<file path="src/rtl/pit_fe_pkg.sv">
package pit_fe_pkg;

  // access field of a counter's mode bits
  typedef enum logic [1:0] {
    ACC_NONE = 2'b00,
    ACC_LO   = 2'b01,
    ACC_HI   = 2'b10,
    ACC_WORD = 2'b11
  } acc_e;

  // control word selector value that marks a read-back command
  localparam logic [1:0] SEL_READBACK = 2'b11;

  function automatic logic [7:0] pick_byte(input logic [15:0] v, input logic hi);
    return hi ? v[15:8] : v[7:0];
  endfunction

endpackage

</file>
<file path="src/rtl/pit_ctl_decode.sv">
module pit_ctl_decode #(
  parameter int CH     = 3,
  parameter int ADDR_W = 2,
  parameter int BYTE_W = 8
) (
  input  logic              clk,
  input  logic              rst,
  input  logic              wr_en,
  input  logic [ADDR_W-1:0] wr_addr,
  input  logic [BYTE_W-1:0] wr_data,
  output logic [CH-1:0]     cnt_req,
  output logic [CH-1:0]     stat_req,
  output logic [CH-1:0]     prog
);
  import pit_fe_pkg::*;

  localparam logic [ADDR_W-1:0] CTL_ADDR = ADDR_W'(CH);

  logic       ctl_wr;
  logic [1:0] sel;
  logic       is_rb;
  logic       rb_cnt, rb_stat;

  assign ctl_wr  = wr_en && (wr_addr == CTL_ADDR);
  assign sel     = wr_data[BYTE_W-1 -: 2];
  assign is_rb   = (sel == SEL_READBACK);
  assign rb_cnt  = ~wr_data[5];
  assign rb_stat = ~wr_data[4];

  for (genvar i = 0; i < CH; i++) begin : g_dec
    logic hit;
    logic rb_sel;
    assign hit    = (sel == 2'(i));
    assign rb_sel = wr_data[i+1];
    always_comb begin
      cnt_req[i]  = 1'b0;
      stat_req[i] = 1'b0;
      prog[i]     = 1'b0;
      if (ctl_wr) begin
        if (is_rb) begin
          cnt_req[i]  = rb_sel && rb_cnt;
          stat_req[i] = rb_sel && rb_stat;
        end else if (hit) begin
          if (wr_data[5:4] == 2'b00) cnt_req[i] = 1'b1;
          else                       prog[i]    = 1'b1;
        end
      end
    end
  end


  decode_onehot_chk: assert property (@(posedge clk) disable iff (rst)
    $onehot0(prog | cnt_req) || is_rb);


  prog_excl_chk: assert property (@(posedge clk) disable iff (rst)
    (prog & (cnt_req | stat_req)) == '0);

endmodule

</file>
<file path="src/rtl/pit_chan_port.sv">
module pit_chan_port #(
  parameter int BYTE_W = 8
) (
  input  logic                clk,
  input  logic                rst,
  input  logic [2*BYTE_W-1:0] live_count,
  input  logic                live_out,
  input  logic                live_null,
  input  logic [BYTE_W-3:0]   live_mode,
  input  logic                cnt_req,
  input  logic                stat_req,
  input  logic                prog,
  input  logic                rd_hit,
  output logic [BYTE_W-1:0]   rd_byte,
  output logic                cnt_pend,
  output logic                stat_pend,
  output logic                hi_next
);
  import pit_fe_pkg::*;

  localparam int CNT_W = 2 * BYTE_W;

  logic [CNT_W-1:0]  cnt_q;
  logic [BYTE_W-1:0] stat_q;
  acc_e              acc;
  logic              word;
  logic              cur_hi;
  logic [CNT_W-1:0]  src;
  logic              cnt_rd, cnt_rel, stat_rel;
  logic              cnt_take, stat_take;

  assign acc    = acc_e'(live_mode[BYTE_W-3 -: 2]);
  assign word   = !(acc == ACC_LO || acc == ACC_HI);
  assign cur_hi = (acc == ACC_HI) ? 1'b1 : (acc == ACC_LO) ? 1'b0 : hi_next;
  assign src    = cnt_pend ? cnt_q : live_count;

  always_comb begin
    if (stat_pend) rd_byte = stat_q;
    else           rd_byte = pick_byte(src, cur_hi);
  end

  assign cnt_rd    = rd_hit && !stat_pend;
  assign cnt_rel   = cnt_rd && cnt_pend && (!word || hi_next);
  assign stat_rel  = rd_hit && stat_pend;
  assign cnt_take  = cnt_req && (!cnt_pend || cnt_rel);
  assign stat_take = stat_req && (!stat_pend || stat_rel);

  always_ff @(posedge clk) begin
    if (rst) begin
      cnt_q     <= '0;
      stat_q    <= '0;
      cnt_pend  <= 1'b0;
      stat_pend <= 1'b0;
      hi_next   <= 1'b0;
    end else if (prog) begin
      cnt_pend  <= 1'b0;
      stat_pend <= 1'b0;
      hi_next   <= 1'b0;
    end else begin
      if (cnt_rd && word) hi_next <= ~hi_next;
      if (cnt_take) begin
        cnt_q    <= live_count;
        cnt_pend <= 1'b1;
      end else if (cnt_rel) begin
        cnt_pend <= 1'b0;
      end
      if (stat_take) begin
        stat_q    <= {live_out, live_null, live_mode};
        stat_pend <= 1'b1;
      end else if (stat_rel) begin
        stat_pend <= 1'b0;
      end
    end
  end


  latch_hold_chk: assert property (@(posedge clk) disable iff (rst)
    cnt_pend && !cnt_rel && !prog |=> cnt_pend && $stable(cnt_q));


  stat_first_chk: assert property (@(posedge clk) disable iff (rst)
    rd_hit && stat_pend && cnt_pend && !prog |=> cnt_pend);


  single_rel_chk: assert property (@(posedge clk) disable iff (rst)
    rd_hit && !stat_pend && cnt_pend && !word && !cnt_req && !prog |=> !cnt_pend);


  prog_clear_chk: assert property (@(posedge clk) disable iff (rst)
    prog |=> !cnt_pend && !stat_pend && !hi_next);

endmodule

</file>
<file path="src/rtl/pit_rd_mux.sv">
module pit_rd_mux #(
  parameter int CH     = 3,
  parameter int ADDR_W = 2,
  parameter int BYTE_W = 8
) (
  input  logic                 clk,
  input  logic                 rst,
  input  logic                 rd_en,
  input  logic [ADDR_W-1:0]    rd_addr,
  input  logic [CH*BYTE_W-1:0] chan_bytes,
  output logic [CH-1:0]        rd_hit,
  output logic [BYTE_W-1:0]    rd_data
);
  logic [BYTE_W-1:0] sel_byte;

  for (genvar i = 0; i < CH; i++) begin : g_hit
    assign rd_hit[i] = rd_en && (rd_addr == ADDR_W'(i));
  end

  always_comb begin
    sel_byte = '0;
    for (int i = 0; i < CH; i++)
      if (rd_hit[i]) sel_byte = chan_bytes[i*BYTE_W +: BYTE_W];
  end

  always_ff @(posedge clk) begin
    if (rst)        rd_data <= '0;
    else if (rd_en) rd_data <= sel_byte;
  end


  ctl_read_zero_chk: assert property (@(posedge clk) disable iff (rst)
    rd_en && (rd_hit == '0) |=> rd_data == '0);


  rd_hold_chk: assert property (@(posedge clk) disable iff (rst)
    !rd_en |=> $stable(rd_data));

endmodule

</file>
<file path="src/rtl/pit_readback_front.sv">
module pit_readback_front #(
  parameter int CH     = 3,
  parameter int ADDR_W = 2,
  parameter int BYTE_W = 8
) (
  input  logic                   clk,
  input  logic                   rst,
  input  logic                   wr_en,
  input  logic [ADDR_W-1:0]      wr_addr,
  input  logic [BYTE_W-1:0]      wr_data,
  input  logic                   rd_en,
  input  logic [ADDR_W-1:0]      rd_addr,
  input  logic [CH*2*BYTE_W-1:0] live_count,
  input  logic [CH-1:0]          live_out,
  input  logic [CH-1:0]          live_null,
  input  logic [CH*(BYTE_W-2)-1:0] live_mode,
  output logic [BYTE_W-1:0]      rd_data,
  output logic [CH-1:0]          cnt_pend,
  output logic [CH-1:0]          stat_pend,
  output logic [CH-1:0]          byte_hi
);
  localparam int CNT_W  = 2 * BYTE_W;
  localparam int MODE_W = BYTE_W - 2;

  logic [CH-1:0]        cnt_req, stat_req, prog, rd_hit;
  logic [CH*BYTE_W-1:0] chan_bytes;

  pit_ctl_decode #(.CH(CH), .ADDR_W(ADDR_W), .BYTE_W(BYTE_W)) u_dec (
    .clk(clk), .rst(rst), .wr_en(wr_en), .wr_addr(wr_addr), .wr_data(wr_data),
    .cnt_req(cnt_req), .stat_req(stat_req), .prog(prog)
  );

  for (genvar i = 0; i < CH; i++) begin : g_ch
    pit_chan_port #(.BYTE_W(BYTE_W)) u_ch (
      .clk(clk), .rst(rst),
      .live_count(live_count[i*CNT_W +: CNT_W]),
      .live_out(live_out[i]),
      .live_null(live_null[i]),
      .live_mode(live_mode[i*MODE_W +: MODE_W]),
      .cnt_req(cnt_req[i]), .stat_req(stat_req[i]), .prog(prog[i]),
      .rd_hit(rd_hit[i]),
      .rd_byte(chan_bytes[i*BYTE_W +: BYTE_W]),
      .cnt_pend(cnt_pend[i]), .stat_pend(stat_pend[i]), .hi_next(byte_hi[i])
    );
  end

  pit_rd_mux #(.CH(CH), .ADDR_W(ADDR_W), .BYTE_W(BYTE_W)) u_mux (
    .clk(clk), .rst(rst), .rd_en(rd_en), .rd_addr(rd_addr),
    .chan_bytes(chan_bytes), .rd_hit(rd_hit), .rd_data(rd_data)
  );

endmodule

</file>
<file path="config.mk">
export PLATFORM = sky130hd
export DESIGN_NAME = pit_readback_front
export DESIGN_NICKNAME = d
export VERILOG_FILES = /design/src/rtl/pit_fe_pkg.sv /design/src/rtl/pit_ctl_decode.sv /design/src/rtl/pit_chan_port.sv /design/src/rtl/pit_rd_mux.sv /design/src/rtl/pit_readback_front.sv
export SDC_FILE = /design/constraint.sdc
export NUM_CORES = 1
export LEC_CHECK = 0
export BUFFER_PORTS_ARGS = -buffer_cell sky130_fd_sc_hd__buf_2
export CORE_AREA = 4 4 109 111
export DETAILED_ROUTE_END_ITERATION = 10
export DIE_AREA = 0 0 113 115
export HOLD_SLACK_MARGIN = 0.1
export PLACE_DENSITY = 0.66
export SETUP_SLACK_MARGIN = 0.5
export SLEW_MARGIN = 25
export SYNTH_ARGS = -nofsm -noshare
export SYNTH_HDL_FRONTEND = slang
export SYNTH_SLANG_ARGS = --single-unit
</file>
<file path="constraint.sdc">
create_clock -name clk -period 2.4 [get_ports clk]
set_clock_uncertainty 0.15 [all_clocks]
set_input_delay 0.12 -clock clk [delete_from_list [all_inputs] [get_ports clk]]
set_output_delay 0.12 -clock clk [all_outputs]
set_load 0.005 [all_outputs]
</file>
==> flow_summary.html, run 1 <==
<table>
<tr><th>Metric</th><th>Value</th></tr>
<tr><th colspan="2">Synth</th></tr>
<tr><td>Primary FF master, synth</td><td>sky130_fd_sc_hd__dfxtp_1</td></tr>
<tr><td>Most common cell in the netlist</td><td>sky130_fd_sc_hd__dfxtp_1</td></tr>
<tr><td>Top cells by count, synth</td><td>89 x sky130_fd_sc_hd__dfxtp_1, 83 x sky130_fd_sc_hd__mux2i_1, 81 x sky130_fd_sc_hd__nor2_1, 28 x sky130_fd_sc_hd__nand2_1, 17 x sky130_fd_sc_hd__mux4_2</td></tr>
<tr><td>Post-synthesis instance total</td><td>between 400 and 500</td></tr>
<tr><td>Number of synthesized flops with an enable pin</td><td>0</td></tr>
<tr><td>Flip-flop and latch count after synthesis</td><td>89</td></tr>
<tr><td>Post-synthesis sequential area ratio</td><td>slightly below 40%</td></tr>
<tr><td>Proportion of netlist area held by the largest area contributor</td><td>between 30% and 40%</td></tr>
<tr><td>Async set or reset register ratio after synthesis</td><td>0%</td></tr>
<tr><td>Top cells by area, synth</td><td>sky130_fd_sc_hd__dfxtp_1 39%, sky130_fd_sc_hd__mux2i_1 18%, sky130_fd_sc_hd__mux4_2 8.4%</td></tr>
<tr><td>Yosys synthesis warning count</td><td>0</td></tr>
<tr><td>Post-Synthesis Net Count</td><td>approximately 560</td></tr>
<tr><td>Largest area contributor in the netlist</td><td>sky130_fd_sc_hd__dfxtp_1</td></tr>
<tr><td>Number of distinct library cells after synthesis</td><td>46</td></tr>
<tr><td>Post-synthesis instance area</td><td>around 0.0046 mm^2</td></tr>
<tr><td>Synthesized area divided by synthesized cell count</td><td>approximately 10 um^2</td></tr>
<tr><th colspan="2">Floorplan</th></tr>
<tr><td>Core Region</td><td>about 0.011 mm^2</td></tr>
<tr><td>Initial standard-cell utilization of the core</td><td>a little over two fifths</td></tr>
<tr><td>Die H</td><td>roughly 120 um</td></tr>
<tr><td>Die width</td><td>approximately 110 um</td></tr>
<tr><td>Number of ports placed on the die boundary</td><td>between 100 and 150</td></tr>
<tr><td>Overall die area</td><td>0.0130 mm^2</td></tr>
<tr><td>Row cnt</td><td>38</td></tr>
<tr><th colspan="2">STA</th></tr>
<tr><td>Slew Viols, Final</td><td>0</td></tr>
<tr><td>Setup total negative slack</td><td>0 ns</td></tr>
<tr><td>Post-layout min period</td><td>1.87 ns</td></tr>
<tr><td>FMAX</td><td>roughly 530 MHz</td></tr>
<tr><td>Worst-Margin Slew</td><td>about 0.5 ns</td></tr>
<tr><td>Unrepaired setup endpoints after global routing</td><td>true</td></tr>
<tr><td>Setup violators final</td><td>0</td></tr>
<tr><td>Fin worst setup slack</td><td>0.529 ns</td></tr>
<tr><td>Tcrit/Tclk final</td><td>between 70 and 80%</td></tr>
<tr><td>Number of endpoints with negative hold slack in the final report</td><td>0</td></tr>
<tr><td>Max transition margin</td><td>66.4%</td></tr>
<tr><th colspan="2">Route</th></tr>
<tr><td>Vias per inst</td><td>just over 5</td></tr>
<tr><td>DR vias</td><td>4110</td></tr>
<tr><td>Antenna-violating nets left</td><td>0</td></tr>
<tr><td>Starting DRC count in detailed routing</td><td>roughly 170</td></tr>
<tr><td>WL/cell</td><td>16.0 um</td></tr>
<tr><td>First-pass iteration count of the detailed router</td><td>4</td></tr>
<tr><td>Total wirelength of the detailed-routed design</td><td>around 13000 um</td></tr>
<tr><td>Post-route DRC</td><td>0</td></tr>
<tr><th colspan="2">Run</th></tr>
<tr><td>Number of violations of the max-capacitance limit</td><td>0</td></tr>
<tr><th colspan="2">Clocking</th></tr>
<tr><td>Reg clk slew, reported paths</td><td>approximately 0.090 ns</td></tr>
<tr><td>Deepest level of the CTS H-tree</td><td>3</td></tr>
<tr><td>CTS tree</td><td>yes</td></tr>
<tr><td>Bufs on Longest Clock Path</td><td>2</td></tr>
<tr><td>Sink Count</td><td>89</td></tr>
<tr><td>Skew-Pair Late Insertion Delay</td><td>0.36 ns</td></tr>
<tr><td>Master cell of the clock root buffer</td><td>sky130_fd_sc_hd__clkbuf_8</td></tr>
<tr><td>Num CTS Buffers</td><td>9</td></tr>
<tr><th colspan="2">Power and ir drop</th></tr>
<tr><td>Total power after layout</td><td>3250 uW</td></tr>
<tr><td>Power Dens Cells</td><td>around 510 mW/mm^2</td></tr>
<tr><td>Maximum ir drop on the vdd rail</td><td>379 uV</td></tr>
<tr><td>LEAKAGE</td><td>0.00292 uW</td></tr>
<tr><th colspan="2">Placed design</th></tr>
<tr><td>Global placement routability congestion</td><td>roughly 0.86</td></tr>
<tr><td>Total of buffers placed on input and output ports</td><td>between 100 and 150</td></tr>
<tr><td>Hpwl dp</td><td>just over 9000 um</td></tr>
<tr><td>Place WS</td><td>around 0.13 ns</td></tr>
<tr><td>Total instance count after detailed placement</td><td>~700</td></tr>
<tr><th colspan="2">Hold path</th></tr>
<tr><td>Class of the most critical hold timing path</td><td>primary input to register</td></tr>
<tr><td>Worst hold path endpoint</td><td>g_ch[0].u_ch.hi_next</td></tr>
<tr><td>Hold Crit Depth</td><td>5</td></tr>
<tr><td>Hold path startpoint</td><td>live_mode[5]</td></tr>
<tr><th colspan="2">Global route</th></tr>
<tr><td>Global-route wire length before repair</td><td>roughly 20000 um</td></tr>
<tr><td>Vias in the first global route</td><td>4236</td></tr>
<tr><td>Maximum number of pins on one net before global-route repair</td><td>37</td></tr>
<tr><td>Total global routing overflow</td><td>0</td></tr>
<tr><td>Total Routing Usage GR</td><td>approximately a fifth</td></tr>
<tr><td>Initial antenna violation count</td><td>0</td></tr>
<tr><th colspan="2">Final layout</th></tr>
<tr><td>Post-Layout Cell Count</td><td>~800</td></tr>
<tr><td>Total Nets Final</td><td>roughly 750</td></tr>
<tr><td>Fraction of layout instances using a drive strength above 1</td><td>27.9%</td></tr>
<tr><td>Final core occ</td><td>between 50 and 60%</td></tr>
<tr><td># fillers</td><td>just over 900</td></tr>
<tr><td>Area growth from synthesis to layout</td><td>40.6%</td></tr>
<tr><th colspan="2">Worst setup path</th></tr>
<tr><td>Critical path data arrival time</td><td>a little under 2 ns</td></tr>
<tr><td>Crit Reg-Reg Endpoint</td><td>u_mux.rd_data[0]</td></tr>
<tr><td>Worst r2r src</td><td>g_ch[0].u_ch.hi_next</td></tr>
<tr><td>Setup slack on the worst flop-to-flop path</td><td>approximately 0.53 ns</td></tr>
<tr><td>Required arrival time at the worst endpoint</td><td>2.48 ns</td></tr>
<tr><td>Type of element capturing the critical path</td><td>register</td></tr>
<tr><td>Path type of the worst setup path</td><td>register to register</td></tr>
<tr><td>Depth of the worst register-to-register path</td><td>5</td></tr>
<tr><td>Startpoint types</td><td>register</td></tr>
<tr><td>Maximum fanout along the worst path</td><td>7</td></tr>
<tr><th colspan="2">Run status</th></tr>
<tr><td>Status</td><td>complete, no violations</td></tr>
</table>
-- final cells by class --
type	instances	area (um^2)	share of cell area, %
Sequential cell	89	1790	27.8
Timing Repair Buffer	215	1590	24.7
Clock inverter	5	103	1.59
Multi-Input combinational cell	330	2600	40.3
Clock buffer	11	141	2.20
Inverter	10	37.5	0.583
Tap cell	140	175	2.72
Antenna cell	1	2.50	0.0389
-- timing repair --
| item | CTS | global route |
|---|---|---|
| pin swaps | 3 | 3 |
| gates resized for setup | 5 | 10 |
| hold buffers | 85 | 0 |
| endpoints found under the setup margin | 8 | 40 |
| buffers inserted | 1 | 8 |
| endpoints found under the hold margin | 80 | 0 |
-- through the flow --
step / hold slack, ns / instance area (um^2)
3_5_place_dp: 0.210 / 5200
6_report: 0.128 / 6440
5_1_grt: 0.159 / 6440
3_3_place_gp: 0.210 / 5200
4_1_cts: 0.106 / 6310
2_1_floorplan: 0.110 / 4580
-- power by group --
| group | total, uW | switching [uW] | leakage, uW | internal (uW) |
|---|---|---|---|---|
| Clock | 1270 | 547 | 0.000120 | 719 |
| Combinational | 481 | 215 | 0.00208 | 266 |
| Sequential | 1510 | 12.0 | 0.000721 | 1490 |
-- worst max path at each step --
stage,from,to,slack (ns),cells after the start
final,g_ch[0].u_ch.hi_next,u_mux.rd_data[0],0.53,5
after floorplan,g_ch[0].u_ch.hi_next,u_mux.rd_data[0],0.52,6
after detailed placement,live_mode[5],u_mux.rd_data[0],0.13,8
after CTS,g_ch[0].u_ch.hi_next,u_mux.rd_data[0],0.47,5
after global routing,g_ch[0].u_ch.hi_next,u_mux.rd_data[0],0.44,5
after global placement,live_mode[5],u_mux.rd_data[0],0.17,8
-- flip-flops by register name (all words and copies together), names as in the netlist --
signal and count:
g_ch.u_ch.hi_next 3, g_ch.u_ch.stat_pend 3, g_ch.u_ch.stat_q 24, g_ch.u_ch.cnt_q 48, u_mux.rd_data 8, g_ch.u_ch.cnt_pend 3
-- worst max-delay path, stage by stage, from the launching register on --
cell and delay, ns:
sky130_fd_sc_hd__dfxtp_2 0.34, sky130_fd_sc_hd__nor2b_4 0.15, sky130_fd_sc_hd__or2_4 0.19, sky130_fd_sc_hd__mux4_2 0.56
sky130_fd_sc_hd__a221oi_4 0.26, sky130_fd_sc_hd__a221oi_2 0.10
-- routing by layer --
metal | vias up | track usage [%] | part of all wire, % | routed length [um]
li1 | 2029 | - | - | -
met1 | 1947 | 23.6 | 41 | 5220
met3 | 25 | 3.79 | 5.5 | 708
met5 | - | 0 | 0 | 0
met4 | 0 | 8.33 | 2.9 | 374
met2 | 109 | 35.7 | 51 | 6550
-- cells by family after synthesis --
group / share of synthesized area [%]
and+or+nand+nor: 17.0
DFF: 38.9
adders and majority gates: 1.64
muxes: 26.5
buffers and inverters: 5.33
xor gates and xnor gates: 0.574
AOI/OAI and AO/OA: 10.1
-- layout by cell type (no fill, tap or decap), drive strengths merged, types with 4 or more instances in the layout --
master	instances
inv	10
nand3	8
nand2	28
mux4	17
a21oi	15
a32oi	4
mux2i	83
dlygate4sd3	85
buf	130
a211oi	7
clkbuf	11
a311oi	4
a2111oi	4
nor2	83
and2	4
and3	6
nand3b	4
o21ai	11
dfxtp	89
ha	6
o31ai	7
nand2b	6
nor2b	9
Power figures use the tool's default switching activity.
==> inputs of run 2 (changes only) <==
ABC_AREA = 1   (was default)
CORE_AREA = 4 4 111 113   (was 4 4 109 111)
DIE_AREA = 0 0 115 117   (was 0 0 113 115)
PLACE_DENSITY = 0.65   (was 0.66)
clock period = 1.87 ns   (was 2.4 ns; I/O delays follow)
==> run 2 against run 1 <==
First-iteration DRC count up 120%. Largest power group is now clock. Sequential power up 28%. Via count up 39%. Sequential share of layout area down 3.6 points. Area after synthesis up 4.3%. Utilization up 6.1 points. Synthesized cell count up 63%. Critical path type unchanged. Count of clock-buffer cells in the layout down 1. Worst setup slack worse by 0.20 ns. Maximum frequency up 21%.
==> flow_summary.html, run 2 <==
<table>
<tr><th>Metric</th><th>Value</th></tr>
<tr><th colspan="2">Final layout</th></tr>
<tr><td>Biggest regs</td><td>g_ch.u_ch.cnt_q (48), g_ch.u_ch.stat_q (24), u_mux.rd_data (8) (unchanged)</td></tr>
<tr><td>Fraction of layout instances using a drive strength above 1</td><td>30.0% (was 27.9%)</td></tr>
<tr><td>Post-Layout Cell Count</td><td>1112 (was 801)</td></tr>
<tr><td>Most used cells in the layout excluding fill and tap cells</td><td>173 x sky130_fd_sc_hd__nand2_1, 107 x sky130_fd_sc_hd__nor2_1, 103 x sky130_fd_sc_hd__buf_2 (was 103 x sky130_fd_sc_hd__buf_2, 85 x sky130_fd_sc_hd__dfxtp_1, 85 x sky130_fd_sc_hd__dlygate4sd3_1)</td></tr>
<tr><td># fillers</td><td>941 (was 911)</td></tr>
<tr><td>Diode count</td><td>0 (was 1)</td></tr>
<tr><td>Leading cell type in the layout, fill and taps excluded</td><td>sky130_fd_sc_hd__nand2_1 (was sky130_fd_sc_hd__buf_2)</td></tr>
<tr><td>Max FFs per register</td><td>48 (unchanged)</td></tr>
<tr><td>Area growth from synthesis to layout</td><td>55.9% (was 40.6%)</td></tr>
<tr><td>Largest reg by FF count</td><td>g_ch.u_ch.cnt_q (unchanged)</td></tr>
<tr><td>Total Nets Final</td><td>1059 (was 749)</td></tr>
<tr><td>Final design area excluding fillers</td><td>0.00745 mm^2 (was 0.00644 mm^2)</td></tr>
<tr><th colspan="2">Power and ir drop</th></tr>
<tr><td>Switching power as a share of total power</td><td>24.7% (was 23.8%)</td></tr>
<tr><td>Proportion of power drawn by combinational gates</td><td>15.6% (was 14.8%)</td></tr>
<tr><td>Share of power burned in registers</td><td>40.9% (was 46.3%)</td></tr>
<tr><td>Power Dens Cells</td><td>638 mW/mm^2 (was 505 mW/mm^2)</td></tr>
<tr><td>Maximum ir drop on the vdd rail</td><td>357 uV (was 379 uV)</td></tr>
<tr><td>LEAKAGE</td><td>0.00339 uW (was 0.00292 uW)</td></tr>
<tr><td>Share of power burned in the clock network</td><td>43.5% (was 38.9%)</td></tr>
<tr><td>Switching Power</td><td>1170 uW (was 775 uW)</td></tr>
<tr><td>Design internal power</td><td>3580 uW (was 2480 uW)</td></tr>
<tr><th colspan="2">Clocking</th></tr>
<tr><td>Skew-Pair Late Insertion Delay</td><td>0.35 ns (was 0.36 ns)</td></tr>
<tr><td>Sink Count</td><td>89 (unchanged)</td></tr>
<tr><td>CTS tree</td><td>yes (unchanged)</td></tr>
<tr><td>Num CTS Buffers</td><td>9 (unchanged)</td></tr>
<tr><td>Deepest level of the CTS H-tree</td><td>3 (unchanged)</td></tr>
<tr><td>Master cell of the clock root buffer</td><td>sky130_fd_sc_hd__clkbuf_16 (was sky130_fd_sc_hd__clkbuf_8)</td></tr>
<tr><td>Reg clk slew, reported paths</td><td>0.06 ns (was 0.09 ns)</td></tr>
<tr><td>Bufs on Longest Clock Path</td><td>2 (unchanged)</td></tr>
<tr><th colspan="2">Synth</th></tr>
<tr><td>Flip-flop and latch count after synthesis</td><td>89 (unchanged)</td></tr>
<tr><td>Multiplexer area fraction after synthesis</td><td>0% (was 26.5%)</td></tr>
<tr><td>Yosys synthesis warning count</td><td>0 (unchanged)</td></tr>
<tr><td>Share of the synthesized netlist area taken by xor and xnor gates</td><td>0% (was 0.573%)</td></tr>
<tr><td>Post-Synthesis Net Count</td><td>854 (was 559)</td></tr>
<tr><td>Main combinational cell family by area after synthesis</td><td>simple AND/OR/NAND/NOR gates (was multiplexers)</td></tr>
<tr><td>Largest area contributor in the netlist</td><td>sky130_fd_sc_hd__dfxtp_1 (unchanged)</td></tr>
<tr><td>Top cells by area, synth</td><td>sky130_fd_sc_hd__dfxtp_1 37%, sky130_fd_sc_hd__nand2_1 15%, sky130_fd_sc_hd__nor2_1 9.3% (was sky130_fd_sc_hd__dfxtp_1 39%, sky130_fd_sc_hd__mux2i_1 18%, sky130_fd_sc_hd__mux4_2 8.4%)</td></tr>
<tr><td>Post-synthesis adder-cell area fraction</td><td>1.57% (was 1.64%)</td></tr>
<tr><td>Post-synthesis sequential area ratio</td><td>37.3% (was 38.9%)</td></tr>
<tr><td>Primary FF master, synth</td><td>sky130_fd_sc_hd__dfxtp_1 (unchanged)</td></tr>
<tr><td>Top cells by count, synth</td><td>186 x sky130_fd_sc_hd__nand2_1, 118 x sky130_fd_sc_hd__nor2_1, 89 x sky130_fd_sc_hd__dfxtp_1, 70 x sky130_fd_sc_hd__a21oi_1, 70 x sky130_fd_sc_hd__inv_1 (was 89 x sky130_fd_sc_hd__dfxtp_1, 83 x sky130_fd_sc_hd__mux2i_1, 81 x sky130_fd_sc_hd__nor2_1, 28 x sky130_fd_sc_hd__nand2_1, 17 x sky130_fd_sc_hd__mux4_2)</td></tr>
<tr><td>Async set or reset register ratio after synthesis</td><td>0% (unchanged)</td></tr>
<tr><td>Synthesized-area fraction occupied by and/or/nand/nor cells</td><td>34.0% (was 17.0%)</td></tr>
<tr><td>Number of distinct library cells after synthesis</td><td>30 (was 46)</td></tr>
<tr><td>Post-synthesis instance area</td><td>0.00478 mm^2 (was 0.00458 mm^2)</td></tr>
<tr><td>Proportion of netlist area held by the largest area contributor</td><td>37.3% (was 38.9%)</td></tr>
<tr><td>Share of the synthesized area in compound gates (AO/OA/AOI/OAI)</td><td>16.7% (was 10.1%)</td></tr>
<tr><td>Number of synthesized flops with an enable pin</td><td>0 (unchanged)</td></tr>
<tr><td>Most common cell in the netlist</td><td>sky130_fd_sc_hd__nand2_1 (was sky130_fd_sc_hd__dfxtp_1)</td></tr>
<tr><td>Synthesized area divided by synthesized cell count</td><td>6.29 um^2 (was 9.85 um^2)</td></tr>
<tr><td>Post-synthesis instance total</td><td>760 (was 465)</td></tr>
<tr><th colspan="2">STA</th></tr>
<tr><td>Unrepaired setup endpoints after global routing</td><td>true (unchanged)</td></tr>
<tr><td>Tcrit/Tclk final</td><td>82.5% (was 77.9%)</td></tr>
<tr><td>Slew Viols, Final</td><td>0 (unchanged)</td></tr>
<tr><td>Worst-Margin Slew</td><td>0.656 ns (was 0.502 ns)</td></tr>
<tr><td>Number of endpoints with negative hold slack in the final report</td><td>0 (unchanged)</td></tr>
<tr><td>Post-layout min period</td><td>1.54 ns (was 1.87 ns)</td></tr>
<tr><td>Worst-case hold slack</td><td>0.0656 ns (was 0.128 ns)</td></tr>
<tr><td>Max transition margin</td><td>56.1% (was 66.4%)</td></tr>
<tr><td>Setup violators final</td><td>0 (unchanged)</td></tr>
<tr><td>Fin worst setup slack</td><td>0.327 ns (was 0.529 ns)</td></tr>
<tr><td>Setup total negative slack</td><td>0 ns (unchanged)</td></tr>
<tr><td>FMAX</td><td>648 MHz (was 535 MHz)</td></tr>
<tr><th colspan="2">Run</th></tr>
<tr><td>Number of violations of the max-capacitance limit</td><td>0 (unchanged)</td></tr>
<tr><th colspan="2">Floorplan</th></tr>
<tr><td>Initial standard-cell utilization of the core</td><td>42.2% (was 42.5%)</td></tr>
<tr><td>Die H</td><td>117 um (was 115 um)</td></tr>
<tr><td>Core Region</td><td>0.0113 mm^2 (was 0.0108 mm^2)</td></tr>
<tr><td>Row cnt</td><td>39 (was 38)</td></tr>
<tr><td>Overall die area</td><td>0.0135 mm^2 (was 0.0130 mm^2)</td></tr>
<tr><td>Number of ports placed on the die boundary</td><td>105 (unchanged)</td></tr>
<tr><td>Die width</td><td>115 um (was 113 um)</td></tr>
<tr><th colspan="2">Global route</th></tr>
<tr><td>Global-route wire length before repair</td><td>24500 um (was 20500 um)</td></tr>
<tr><td>Total global routing overflow</td><td>0 (unchanged)</td></tr>
<tr><td>Initial antenna violation count</td><td>0 (unchanged)</td></tr>
<tr><td>Vias in the first global route</td><td>5163 (was 4236)</td></tr>
<tr><td>Maximum number of pins on one net before global-route repair</td><td>59 (was 37)</td></tr>
<tr><td>Total Routing Usage GR</td><td>22.7% (was 20.0%)</td></tr>
<tr><th colspan="2">Route</th></tr>
<tr><td>Post-route DRC</td><td>0 (unchanged)</td></tr>
<tr><td>WL/cell</td><td>14.7 um (was 16.0 um)</td></tr>
<tr><td>First-pass iteration count of the detailed router</td><td>5 (was 4)</td></tr>
<tr><td>DR vias</td><td>5731 (was 4110)</td></tr>
<tr><td>Total wirelength of the detailed-routed design</td><td>16400 um (was 12800 um)</td></tr>
<tr><td>Antenna-violating nets left</td><td>0 (unchanged)</td></tr>
<tr><td>Vias per inst</td><td>5.15 (was 5.13)</td></tr>
<tr><td>Starting DRC count in detailed routing</td><td>369 (was 167)</td></tr>
<tr><th colspan="2">Placed design</th></tr>
<tr><td>Global placement routability congestion</td><td>0.851 (was 0.855)</td></tr>
<tr><td>Hpwl dp</td><td>10300 um (was 9090 um)</td></tr>
<tr><td>Total of buffers placed on input and output ports</td><td>103 (unchanged)</td></tr>
<tr><td>Total instance count after detailed placement</td><td>989 (was 690)</td></tr>
<tr><td>Area of placed instances</td><td>0.00548 mm^2 (was 0.00520 mm^2)</td></tr>
<tr><td>Place WS</td><td>0.153 ns (was 0.131 ns)</td></tr>
<tr><th colspan="2">Worst setup path</th></tr>
<tr><td>Startpoint types</td><td>register (unchanged)</td></tr>
<tr><td>Depth of the worst register-to-register path</td><td>10 (was 5)</td></tr>
<tr><td>Maximum fanout along the worst path</td><td>8 (was 7)</td></tr>
<tr><td>Path type of the worst setup path</td><td>register to register (unchanged)</td></tr>
<tr><td>Type of element capturing the critical path</td><td>register (unchanged)</td></tr>
<tr><td>Critical path data arrival time</td><td>1.63 ns (was 1.96 ns)</td></tr>
<tr><td>Required arrival time at the worst endpoint</td><td>1.95 ns (was 2.48 ns)</td></tr>
<tr><th colspan="2">Hold path</th></tr>
<tr><td>Hold Crit Depth</td><td>5 (unchanged)</td></tr>
<tr><td>Class of the most critical hold timing path</td><td>primary input to register (unchanged)</td></tr>
<tr><th colspan="2">Run status</th></tr>
<tr><td>Status</td><td>complete, no violations (unchanged)</td></tr>
</table>
[run 2: cell count changes in the layout (fill, tap and decap cells not counted), moves of 11 or more]
cell / change
sky130_fd_sc_hd__a21oi_2: +13
sky130_fd_sc_hd__o21ai_2: +31
sky130_fd_sc_hd__nand2_1: +145
sky130_fd_sc_hd__mux4_2: -17
sky130_fd_sc_hd__buf_6: +16
sky130_fd_sc_hd__nor3_2: +11
sky130_fd_sc_hd__clkbuf_16: +11
sky130_fd_sc_hd__nor2_1: +26
sky130_fd_sc_hd__nand3_1: +48
sky130_fd_sc_hd__mux2i_1: -83
sky130_fd_sc_hd__o21ai_0: +14
sky130_fd_sc_hd__a21oi_1: +43
sky130_fd_sc_hd__o21ai_1: +20
sky130_fd_sc_hd__inv_1: +52
[run 2: repair_timing]
action | 4_1_cts | 5_1_grt
buffers inserted | 8 | 11
endpoints found under the hold margin | 81 | 0
gates resized for setup | 36 | 133
pin swaps | 8 | 41
endpoints found under the setup margin | 62 | 71
cloned | 1 | 8
hold buffers | 80 | 0
[run 2: layer usage]
metal / global-route usage, % / vias to the layer above / routed length (um)
met5: 0 / - / 0
met4: 8.06 / 0 / 382
met3: 3.44 / 26 / 857
met2: 38.3 / 190 / 8160
met1: 29.7 / 2668 / 6970
li1: - / 2847 / -
[run 2: final timing paths]
| kind | slack [ns] | to | startpoint |
|---|---|---|---|
| worst max register to register | 0.33 | u_mux.rd_data[4] | g_ch[0].u_ch.cnt_pend |
| worst min-delay path | 0.07 | g_ch[0].u_ch.hi_next | live_mode[5] |
| worst max-delay path | 0.33 | u_mux.rd_data[4] | g_ch[0].u_ch.cnt_pend |
| worst min register to register | 0.30 | g_ch[2].u_ch.stat_q[0] | g_ch[2].u_ch.stat_q[0] |
[run 2: metrics by stage]
stage | total power, uW | utilization, %
floorplan | 2270 | -
global placement | 2490 | 48.4
detailed placement | 2500 | 48.4
CTS | 4700 | 59.9
global route | 4920 | 65.8
finish | 4750 | 65.8
[run 2: worst max-delay path: stages (launching register included)]
cell and delay, ns:
sky130_fd_sc_hd__dfxtp_4 0.37, sky130_fd_sc_hd__clkinvlp_4 0.18, sky130_fd_sc_hd__buf_12 0.20, sky130_fd_sc_hd__nand2_2 0.04, sky130_fd_sc_hd__nand2_1 0.05, sky130_fd_sc_hd__nand2_1 0.08
sky130_fd_sc_hd__nand3_2 0.08, sky130_fd_sc_hd__nand2_2 0.09, sky130_fd_sc_hd__nand3_2 0.07, sky130_fd_sc_hd__nand2_1 0.06, sky130_fd_sc_hd__a21oi_1 0.06
[run 2: logic make-up (layout without fill, tap and decap cells)]
| family | count (synthesis) | after routing |
|---|---|---|
| simple gates | 394 | 396 |
| compound gates | 154 | 154 |
| buf+inv | 117 | 324 |
| flops | 89 | 89 |
| fa+ha+maj | 6 | 6 |
[run 2: area by class of cell]
class,instances,area [um^2],area share (%)
multi-input cells,556,2950,39.6
clock buffers,10,229,3.07
repair buffers,234,1880,25.2
inverters,74,299,4.01
repair inverters,1,11.3,0.151
clock inverters,5,105,1.41
flip-flops and latches,89,1800,24.1
well taps,143,179,2.40
[run 2: power by group through the flow]
| stage | sequential, uW | clock [uW] | combinational, uW |
|---|---|---|---|
| 2_1_floorplan | 1980 | 0 | 285 |
| 3_3_place_gp | 1990 | 0 | 502 |
| 3_5_place_dp | 1990 | 0 | 512 |
| 4_1_cts | 1950 | 2090 | 664 |
| 5_1_grt | 1950 | 2160 | 814 |
| 6_report | 1940 | 2070 | 742 |
